--- config.mk ---
export PLATFORM = sky130hd
export DESIGN_NAME = usbep_ctrl
export DESIGN_NICKNAME = d
export VERILOG_FILES = /design/src/rtl/usbep_pkg.sv /design/src/rtl/usbep_regfile.sv /design/src/rtl/usbep_decide.sv /design/src/rtl/usbep_ctrl.sv
export SDC_FILE = /design/constraint.sdc
export NUM_CORES = 1
export LEC_CHECK = 0
export ABC_AREA = 1
export BUFFER_PORTS_ARGS = -buffer_cell sky130_fd_sc_hd__buf_4
export CAP_MARGIN = 20
export CORE_AREA = 2 2 82 162
export CTS_BUF_LIST = sky130_fd_sc_hd__clkbuf_2 sky130_fd_sc_hd__clkbuf_4 sky130_fd_sc_hd__clkbuf_8
export DETAILED_ROUTE_END_ITERATION = 10
export DIE_AREA = 0 0 84 164
export GPL_TIMING_DRIVEN = 0
export PLACE_DENSITY_LB_ADDON = 0.2
export SETUP_SLACK_MARGIN = 0.2
export SLEW_MARGIN = 40
export SYNTH_ARGS = -nofsm -noshare
export SYNTH_HDL_FRONTEND = slang
export SYNTH_SLANG_ARGS = --single-unit
--- constraint.sdc ---
create_clock -name clk -period 3.54 [get_ports clk]
set_input_delay 0.531 -clock clk [delete_from_list [all_inputs] [get_ports clk]]
set_output_delay 0.531 -clock clk [all_outputs]
set_load 0.005 [all_outputs]
--- src/rtl/usbep_pkg.sv ---
package usbep_pkg;
    localparam int CTL_W = 8;

    typedef enum logic [1:0] {
        TK_OUT   = 2'd0,
        TK_IN    = 2'd1,
        TK_SETUP = 2'd2,
        TK_RSVD  = 2'd3
    } tok_kind_t;

    typedef enum logic [2:0] {
        RS_IGNORE = 3'd0,
        RS_ACK    = 3'd1,
        RS_NAK    = 3'd2,
        RS_STALL  = 3'd3,
        RS_NOHS   = 3'd4
    } rsp_t;

    typedef enum logic {
        ST_IDLE = 1'b0,
        ST_EVAL = 1'b1
    } seq_state_t;

    // writable bits: endpoint 0 keeps its two host bits, the rest do not
    localparam logic [CTL_W-1:0] KEEP_EP0 = 8'hDF;
    localparam logic [CTL_W-1:0] KEEP_EPN = 8'h1F;
endpackage

--- src/rtl/usbep_regfile.sv ---
module usbep_regfile
    import usbep_pkg::*;
#(
    parameter int NUM_EP = 16,
    parameter int SEL_W  = $clog2(NUM_EP)
) (
    input  logic             clk,
    input  logic             rst_n,
    input  logic             wr,
    input  logic [SEL_W-1:0] bus_sel,
    input  logic [CTL_W-1:0] wdata,
    output logic [CTL_W-1:0] bus_q,
    input  logic [SEL_W-1:0] tok_sel,
    output logic [4:0]       tok_q
);
    logic [CTL_W-1:0] store [NUM_EP];

    for (genvar g = 0; g < NUM_EP; g++) begin : g_word
        localparam logic [CTL_W-1:0] KEEP = (g == 0) ? KEEP_EP0 : KEEP_EPN;
        always_ff @(posedge clk) begin
            if (!rst_n)
                store[g] <= '0;
            else if (wr && bus_sel == SEL_W'(g))
                store[g] <= wdata & KEEP;
        end
    end

    assign bus_q = store[bus_sel];
    assign tok_q = store[tok_sel][4:0];
endmodule

--- src/rtl/usbep_decide.sv ---
module usbep_decide
    import usbep_pkg::*;
(
    input  logic      setup_off,
    input  logic      rx_on,
    input  logic      tx_on,
    input  logic      halt,
    input  logic      hs_on,
    input  tok_kind_t kind,
    input  logic      rdy,
    output rsp_t      code
);
    logic dir_ok;

    always_comb begin
        unique case (kind)
            TK_IN:           dir_ok = tx_on;
            TK_OUT, TK_SETUP: dir_ok = rx_on;
            default:         dir_ok = 1'b0;
        endcase
    end

    always_comb begin
        if (halt && (rx_on || tx_on))
            code = RS_STALL;
        else if (kind == TK_SETUP && setup_off && rx_on && tx_on)
            code = RS_IGNORE;
        else if (!dir_ok)
            code = RS_IGNORE;
        else if (!hs_on)
            code = RS_NOHS;
        else if (rdy)
            code = RS_ACK;
        else
            code = RS_NAK;
    end
endmodule

--- src/rtl/usbep_ctrl.sv ---
module usbep_ctrl
    import usbep_pkg::*;
#(
    parameter int NUM_EP = 16,
    localparam int SEL_W = $clog2(NUM_EP)
) (
    input  logic             clk,
    input  logic             rst_n,
    input  logic             reg_wr,
    input  logic [SEL_W-1:0] reg_sel,
    input  logic [7:0]       reg_wdata,
    output logic [7:0]       reg_rdata,
    input  logic             tok_valid,
    input  logic [SEL_W-1:0] tok_ep,
    input  logic [1:0]       tok_kind,
    input  logic             tok_data_rdy,
    output logic             rsp_valid,
    output logic [2:0]       rsp_code
);
    seq_state_t       state, state_nx;
    logic [SEL_W-1:0] cap_ep;
    tok_kind_t        cap_kind;
    logic             cap_rdy;
    logic [4:0]       cap_ctl;
    rsp_t             dec_code;

    usbep_regfile #(.NUM_EP(NUM_EP), .SEL_W(SEL_W)) regs_i (
        .clk     (clk),
        .rst_n   (rst_n),
        .wr      (reg_wr),
        .bus_sel (reg_sel),
        .wdata   (reg_wdata),
        .bus_q   (reg_rdata),
        .tok_sel (cap_ep),
        .tok_q   (cap_ctl)
    );

    usbep_decide decide_i (
        .setup_off (cap_ctl[4]),
        .rx_on     (cap_ctl[3]),
        .tx_on     (cap_ctl[2]),
        .halt      (cap_ctl[1]),
        .hs_on     (cap_ctl[0]),
        .kind      (cap_kind),
        .rdy       (cap_rdy),
        .code      (dec_code)
    );

    // state register
    always_ff @(posedge clk) begin
        if (!rst_n) state <= ST_IDLE;
        else        state <= state_nx;
    end

    // transitions: IDLE_TO_EVAL on a token, EVAL_TO_IDLE always
    always_comb begin
        state_nx = state;
        unique case (state)
            ST_IDLE: if (tok_valid) state_nx = ST_EVAL;
            ST_EVAL: state_nx = ST_IDLE;
        endcase
    end

    // token capture, only while idle
    always_ff @(posedge clk) begin
        if (!rst_n) begin
            cap_ep   <= '0;
            cap_kind <= TK_OUT;
            cap_rdy  <= 1'b0;
        end else if (state == ST_IDLE && tok_valid) begin
            cap_ep   <= tok_ep;
            cap_kind <= tok_kind_t'(tok_kind);
            cap_rdy  <= tok_data_rdy;
        end
    end

    // outputs
    always_ff @(posedge clk) begin
        if (!rst_n) begin
            rsp_valid <= 1'b0;
            rsp_code  <= RS_IGNORE;
        end else begin
            rsp_valid <= (state == ST_EVAL);
            if (state == ST_EVAL) rsp_code <= dec_code;
        end
    end
endmodule

==> results of run 1 <==
[layout by cell type, fill, tap and decap left out, drive strengths merged]
cell	Yosys	final
nor2	125	125
nand2	91	91
edfxtp	82	82
inv	77	78
nand3	62	62
o21ai	48	48
buf	17	48
clkbuf	16	29
a22oi	18	18
o22ai	17	17
dfxtp	16	16
a21oi	13	13
o211ai	10	10
nand4	6	6
clkinv	2	3
o221ai	2	2
a21o	1	1
or3	1	1
conb	1	1
bufinv	0	1
[worst reg2reg max path: cells and delay by family (launching register included)]
family | cells | cell delay [ns]
AO/OA/AOI/OAI | 1 | 0.26
buffers and inverters | 1 | 0.55
flip-flops | 1 | 0.36
AND/OR/NAND/NOR | 6 | 0.70
[cells by family after synthesis]
logic type	Yosys count	synth area share [%]
other	1	0.07337
DFF	98	54.44
and+or+nand+nor	285	23.13
AOI/OAI and AO/OA	109	12.66
buffers and inverters	112	9.694
[registers in the layout, summed over array words and instances, names as in the netlist, named ones only]
register	flops
cap_ep	4
rsp_valid	1
state	1
cap_kind	2
cap_rdy	1
rsp_code	3
regs_i.store	82
[report_power, final]
part           internal (mW)  total (mW)  switching, mW
Clock                  0.359       0.745          0.386
Combinational          0.135       0.421          0.286
Sequential              1.32        1.36         0.0376
Total                   1.81        2.52          0.710
[final cells by class]
class                           count  area [um^2]  area share [%]
Buffer                             33        196.4           3.430
Clock buffer                       13        153.9           2.687
Clock inverter                      3        41.29          0.7210
Inverter                           79        299.0           5.222
Multi-Input combinational cell    395         1833           32.01
Sequential cell                    98         2783           48.59
Tap cell                          150        187.7           3.277
Timing Repair Buffer               31        232.7           4.064
[routing by layer]
layer | share of wire, % | up-vias | wire [um]
met5 | 0 | - | 0
met4 | 5.2 | 0 | 909
met3 | 5.5 | 47 | 957
met2 | 53 | 192 | 9322
met1 | 36 | 2159 | 6283
li1 | - | 2118 | -
[per-stage QoR]
step / setup WS, ns / power [mW] / area (um^2)
2_1_floorplan: 1.490 / 1.623 / 5111
3_3_place_gp: 0.4860 / 1.791 / 5532
3_5_place_dp: 0.4740 / 1.797 / 5532
4_1_cts: 0.5164 / 2.525 / 5727
5_1_grt: 0.3959 / 2.618 / 5727
6_report: 0.4304 / 2.523 / 5727
[path summary, 6_finish.rpt]
| kind | slack, ns | to | cells past startpoint |
|---|---|---|---|
| max | 0.43 | reg_rdata[4] | 8 |
| min | 0.44 | flop | 3 |
| max reg2reg | 1.57 | rsp_code[1] | 8 |
| min reg2reg | 0.48 | rsp_code[1] | 2 |
==> results by group, run 1 <==
GRT
  – Largest net degree at the start of global routing: 16
  – Top Usage Layer GRT: met2
  – GR Overflow Total: 0
  – Met1 Usage GRT: 27.80%
  – Gr usage total: 25.91%
  – GR Util met2: 47.82%
  – Met3 usage: 4.070%
  – Number of global-route vias before repair: 4,392
  – Initial antenna violation count: 0
  – First-pass GRT wire length: 25,710 um

Flow run
  – Total of max-cap violations: 0

Yosys
  – Synthesized area: 0.005111 mm^2
  – Asr flop ratio synth: 0%
  – #FFs+latches synth: 98
  – Avg Cell Area, Syn: 8.448 um^2
  – Sequential cell area fraction in the yosys report: 54.44%
  – Syn Inst Count: 605
  – Top cell type's share of synthesized area: 48.18%
  – Post-synth top flop: edfxtp_1
  – Synth top cells by count: nor2_1, nand2_1, edfxtp_1
  – Count leader, synth: nor2_1
  – Post-synth EDFFs: 82
  – Top cells by area, synth: edfxtp_1, nor2_1, nand2_1
  – Yosys warns: 0
  – Cell variety after synth: 26
  – Syn_nets: 628
  – Cell taking the most area after synthesis: edfxtp_1

STA
  – Fin Hold WS: 0.4431 ns
  – Unrepaired setup endpoints after global routing: false
  – Final worst path period need: 3.110 ns
  – Fin. max-slew vios: 0
  – FMAX: 0.3216 GHz
  – Actual slew at the worst max-slew pin: 0.8574 ns
  – Clock skew: 0.009537 ns
  – Fin. Hold Viols: 0
  – Rel. slew slack: 42.24%
  – Setup TNS: 0 ns
  – Fin crit share: 87.84%
  – Final-report setup violation count: 0

Critical path
  – Crit Path Category: in2out
  – Worst EP arrival: 2.58 ns
  – CP max-delay cell: nor2_2
  – Worst setup EP type: output port
  – Crit-path max FO: 10
  – Crit path from: reg_sel[1]
  – Startpoint Class: input port
  – Crit-path most repeated cell: buf_4
  – WP data required: 3.01 ns
  – Top delay family on crit path: buffers and inverters
  – Slowest Stage Delay on Critical Path: 0.45 ns
  – Buf/Inv on CP: 4
  – Critical-path cell list: buf_4 -> nor2_2 -> inv_1 -> clkbuf_1 -> o22ai_1 -> o21ai_0 -> nand4_1 -> buf_4

Finish
  – # diodes: 0
  – Final core occ: 45.61%
  – P&R area growth vs syn: 12.04%
  – Nets: 670
  – Fillers: 1,282
  – Layout cell share with drive strength beyond 1: 11.66%
  – Non-Filler Instances: 802

Detailed routing
  – DRT antenna net count: 0
  – Drt drc: 0
  – DR vias/cell: 5.631
  – Via count: 4,516
  – 1st-iter DRT viols: 324
  – DRT Wirelength: 17,470 um
  – First-pass DRT Iterations: 6
  – Wire length per cell: 21.79 um

Clock network
  – CTS max path bufs: 2
  – CTS H-tree lvls: 3
  – Post-CTS resize count: 0
  – Reg clk slew, reported paths: 0.09 ns
  – CTS Sinks: 98
  – Hold_buf cts: 0
  – Post-CTS setup repair buffer count: 0
  – Insertion delay to the later sink of the worst-skew pair: 0.37 ns
  – Total CTS buffers: 9
  – CTS tree: built
  – Root Driver: clkbuf_8

Placement
  – DP HPWL: 13,650 um
  – IO buf count: 31
  – Final GP Congestion: 0.9340
  – DP Cell Count: 786

Hold path
  – HP Class: in2reg
  – Worst Hold Launch: tok_ep[1]

Power and ir drop
  – LEAKAGE: 2.401 nW
  – Pwr Density: 440.5 mW/mm^2
  – Worst VDD drop: 0.2640 mV

Floorplan
  – IO Pins: 35
  – Initial Util: 40.71%
  – DIE WIDTH: 84 um
  – Core area: 0.01255 mm^2
  – Die area: 0.01378 mm^2
  – Rows: 58
  – Die Ht: 164 um

Outcome
  – Outcome: completed
No activity file was read; power rests on OpenSTA's default activity.
==> run 2: changes to the inputs <==
- CAP_MARGIN: 20 -> default
- CTS_BUF_LIST: sky130_fd_sc_hd__clkbuf_2 sky130_fd_sc_hd__clkbuf_4 sky130_fd_sc_hd__clkbuf_8 -> sky130_fd_sc_hd__clkbuf_8
==> run 2 against run 1 <==
Compared with the run above:
- combinational power is essentially flat
- count of clock-buffer cells in the layout fell by 4
- design area fell by 0.26%
- largest cell class unchanged
- final cell count stayed put
- critical endpoint unchanged
- critical path type unchanged
- routed wire length rose by 0.38%
- first-iteration DRC count increased by 26%
- fmax rose by 1.1%
- total power down 1.5%
==> results by group, run 2 (synthesized netlist as in run 1, its figures left out) <==
Finish
  – Max reg flops: 82 (unchanged)
  – Reg area: 0.002783 mm^2 (unchanged)
  – Area of the multi-input gates: 0.001833 mm^2 (unchanged)
  – Top flop regs: regs_i.store x82, cap_ep x4, rsp_code x3
  – Layout cell share with drive strength beyond 1: 11.04% (-0.61 points)
  – Top reg by flops: regs_i.store
  – Nets: 670 (unchanged)
  – Most common cell after layout, fill and taps aside: nor2_1
  – Non-Filler Instances: 802 (unchanged)
  – # diodes: 0 (unchanged)
  – Final Cell Area: 0.005712 mm^2 (-0.26%)
  – Fillers: 1,289 (+0.55%)
  – P&R area growth vs syn: 11.75%
  – Most frequent cells in the layout: nor2_1, nand2_1, edfxtp_1

Critical path
  – Top delay family on crit path: buffers and inverters
  – FF-to-FF setup slack: 1.58 ns (about the same)
  – Startpoint Class: input port
  – R2R cell count: 8 (unchanged)
  – Worst EP arrival: 2.55 ns (-0.03 ns)
  – Buf/Inv on CP: 4 (unchanged)
  – Crit-path max FO: 10 (unchanged)
  – Crit Path Category: in2out
  – Crit-path most repeated cell: buf_4
  – RR Endpoint: rsp_code[1]
  – WP data required: 3.01 ns (about the same)
  – Critical-path cell list: buf_4 -> nor2_2 -> inv_1 -> clkbuf_1 -> o22ai_1 -> o21ai_0 -> nand4_1 -> buf_4
  – Slowest Stage Delay on Critical Path: 0.45 ns (about the same)
  – Worst setup EP type: output port
  – CP max-delay cell: nor2_2

Detailed routing
  – Wire length per cell: 21.87 um (+0.38%)
  – DRT Wirelength: 17,540 um (+0.38%)
  – 1st-iter DRT viols: 407 (+26%)
  – Drt drc: 0 (unchanged)
  – DRT antenna net count: 0 (unchanged)
  – DR vias/cell: 5.650 (+0.33%)
  – Via count: 4,531 (+0.33%)
  – First-pass DRT Iterations: 5 (-1)

STA
  – Rel. slew slack: 41.89% (-0.35 points)
  – Unrepaired setup endpoints after global routing: false
  – Clock skew: 0.008678 ns (-0.0008593 ns)
  – Fin. Hold Viols: 0 (unchanged)
  – Final worst path period need: 3.076 ns (-0.03313 ns)
  – FMAX: 0.3250 GHz (+1.1%)
  – Actual slew at the worst max-slew pin: 0.8625 ns (+0.005149 ns)
  – Fin Hold WS: 0.4441 ns (+0.0009740 ns)
  – Setup TNS: 0 ns (unchanged)
  – Fin. max-slew vios: 0 (unchanged)
  – Fin crit share: 86.91% (-0.94 points)
  – Final-report setup violation count: 0 (unchanged)

Clock network
  – Total CTS buffers: 9 (unchanged)
  – Insertion delay to the later sink of the worst-skew pair: 0.37 ns (about the same)
  – CTS max path bufs: 2 (unchanged)
  – CTS Sinks: 98 (unchanged)
  – CTS H-tree lvls: 3 (unchanged)
  – Reg clk slew, reported paths: 0.09 ns (about the same)
  – CTS tree: built
  – Post-CTS setup repair buffer count: 0 (unchanged)
  – Hold_buf cts: 0 (unchanged)
  – Post-CTS resize count: 0 (unchanged)
  – Root Driver: clkbuf_8

Power and ir drop
  – Cell Int Power: 1.771 mW (-2.3%)
  – Combinational Power Share: 16.9% (+0.2 points)
  – Clock share of power: 28.5% (-1.0 points)
  – Net switching power: 713.1 uW (+0.49%)
  – Switching share of power: 28.71% (+0.58 points)
  – Worst VDD drop: 0.2611 mV (-1.1%)
  – Pwr Density: 434.9 mW/mm^2 (-1.3%)
  – Overall power: 2.484 mW (-1.5%)
  – LEAKAGE: 2.404 nW (+0.13%)
  – Sequential share of power: 54.6% (+0.8 points)

GRT
  – GR Overflow Total: 0 (unchanged)
  – Initial antenna violation count: 0 (unchanged)
  – Number of global-route vias before repair: 4,390 (-0.046%)
  – Largest net degree at the start of global routing: 16 (unchanged)
  – Gr usage total: 25.91% (unchanged)
  – First-pass GRT wire length: 25,700 um (about the same)

Floorplan
  – Die Ht: 164 um (unchanged)
  – IO Pins: 35 (unchanged)
  – Rows: 58 (unchanged)
  – Core area: 0.01255 mm^2 (unchanged)
  – Initial Util: 40.71% (unchanged)
  – Die area: 0.01378 mm^2 (unchanged)
  – DIE WIDTH: 84 um (unchanged)

Placement
  – DP Area: 0.005532 mm^2 (unchanged)
  – DP HPWL: 13,650 um (unchanged)
  – Final GP Congestion: 0.9340 (unchanged)
  – DP Cell Count: 786 (unchanged)
  – IO buf count: 31 (unchanged)

Hold path
  – Hold path depth: 3 (unchanged)
  – Worst Hold Launch: tok_ep[1]
  – HP Class: in2reg

Flow run
  – Total of max-cap violations: 0 (unchanged)

Outcome
  – Outcome: completed
## run 2: per-layer routing
metal  vias up  part of all wire [%]  GRT usage [%]
met4         0                   4.9          14.00
met1      2185                    37          27.74
met2       184                    53          48.07
met5         -                     0              0
li1       2120                     -              -
met3        42                   5.0          4.070
## run 2: worst max-delay path by stage
| stage | endpoint | cells past startpoint | startpoint |
|---|---|---|---|
| final | reg_rdata[4] | 8 | reg_sel[1] |
| after global placement | regs_i.store[9][2] | 6 | reg_sel[1] |
| after global routing | reg_rdata[4] | 8 | reg_sel[1] |
| after CTS | reg_rdata[4] | 8 | reg_sel[1] |
| after floorplan | regs_i.store[0][0] | 4 | reg_sel[3] |
| after detailed placement | regs_i.store[13][2] | 6 | reg_sel[1] |
## run 2: cell type report
class / instances / area share, %
Sequential cell: 98 / 48.72
Clock buffer: 9 / 2.169
Timing Repair Buffer: 31 / 4.074
Buffer: 33 / 3.439
Clock inverter: 7 / 0.9858
Tap cell: 150 / 3.286
Inverter: 79 / 5.235
Multi-Input combinational cell: 395 / 32.09
## run 2: worst reg2reg max path: cells and delay by family, from the launching register on
kind / cells / cell delay, ns
compound gates: 1 / 0.25
simple gates: 6 / 0.70
flops: 1 / 0.36
buf+inv: 1 / 0.55
## run 2: per-stage QoR
stage / worst slack (ns) / util [%]
3_3_place_gp: 0.4860 / 44.06
3_5_place_dp: 0.4740 / 44.06
6_report: 0.4635 / 45.50
4_1_cts: 0.5164 / 45.50
5_1_grt: 0.3959 / 45.50
2_1_floorplan: 1.490 / -
## run 2: power groups by stage
| stage | logic, mW | clock network, mW | registers (mW) |
|---|---|---|---|
| after floorplan | 0.258 | 0 | 1.36 |
| after global placement | 0.410 | 0 | 1.38 |
| after detailed placement | 0.414 | 0 | 1.38 |
| after CTS | 0.415 | 0.713 | 1.36 |
| after global routing | 0.457 | 0.755 | 1.36 |
| final | 0.420 | 0.707 | 1.36 |
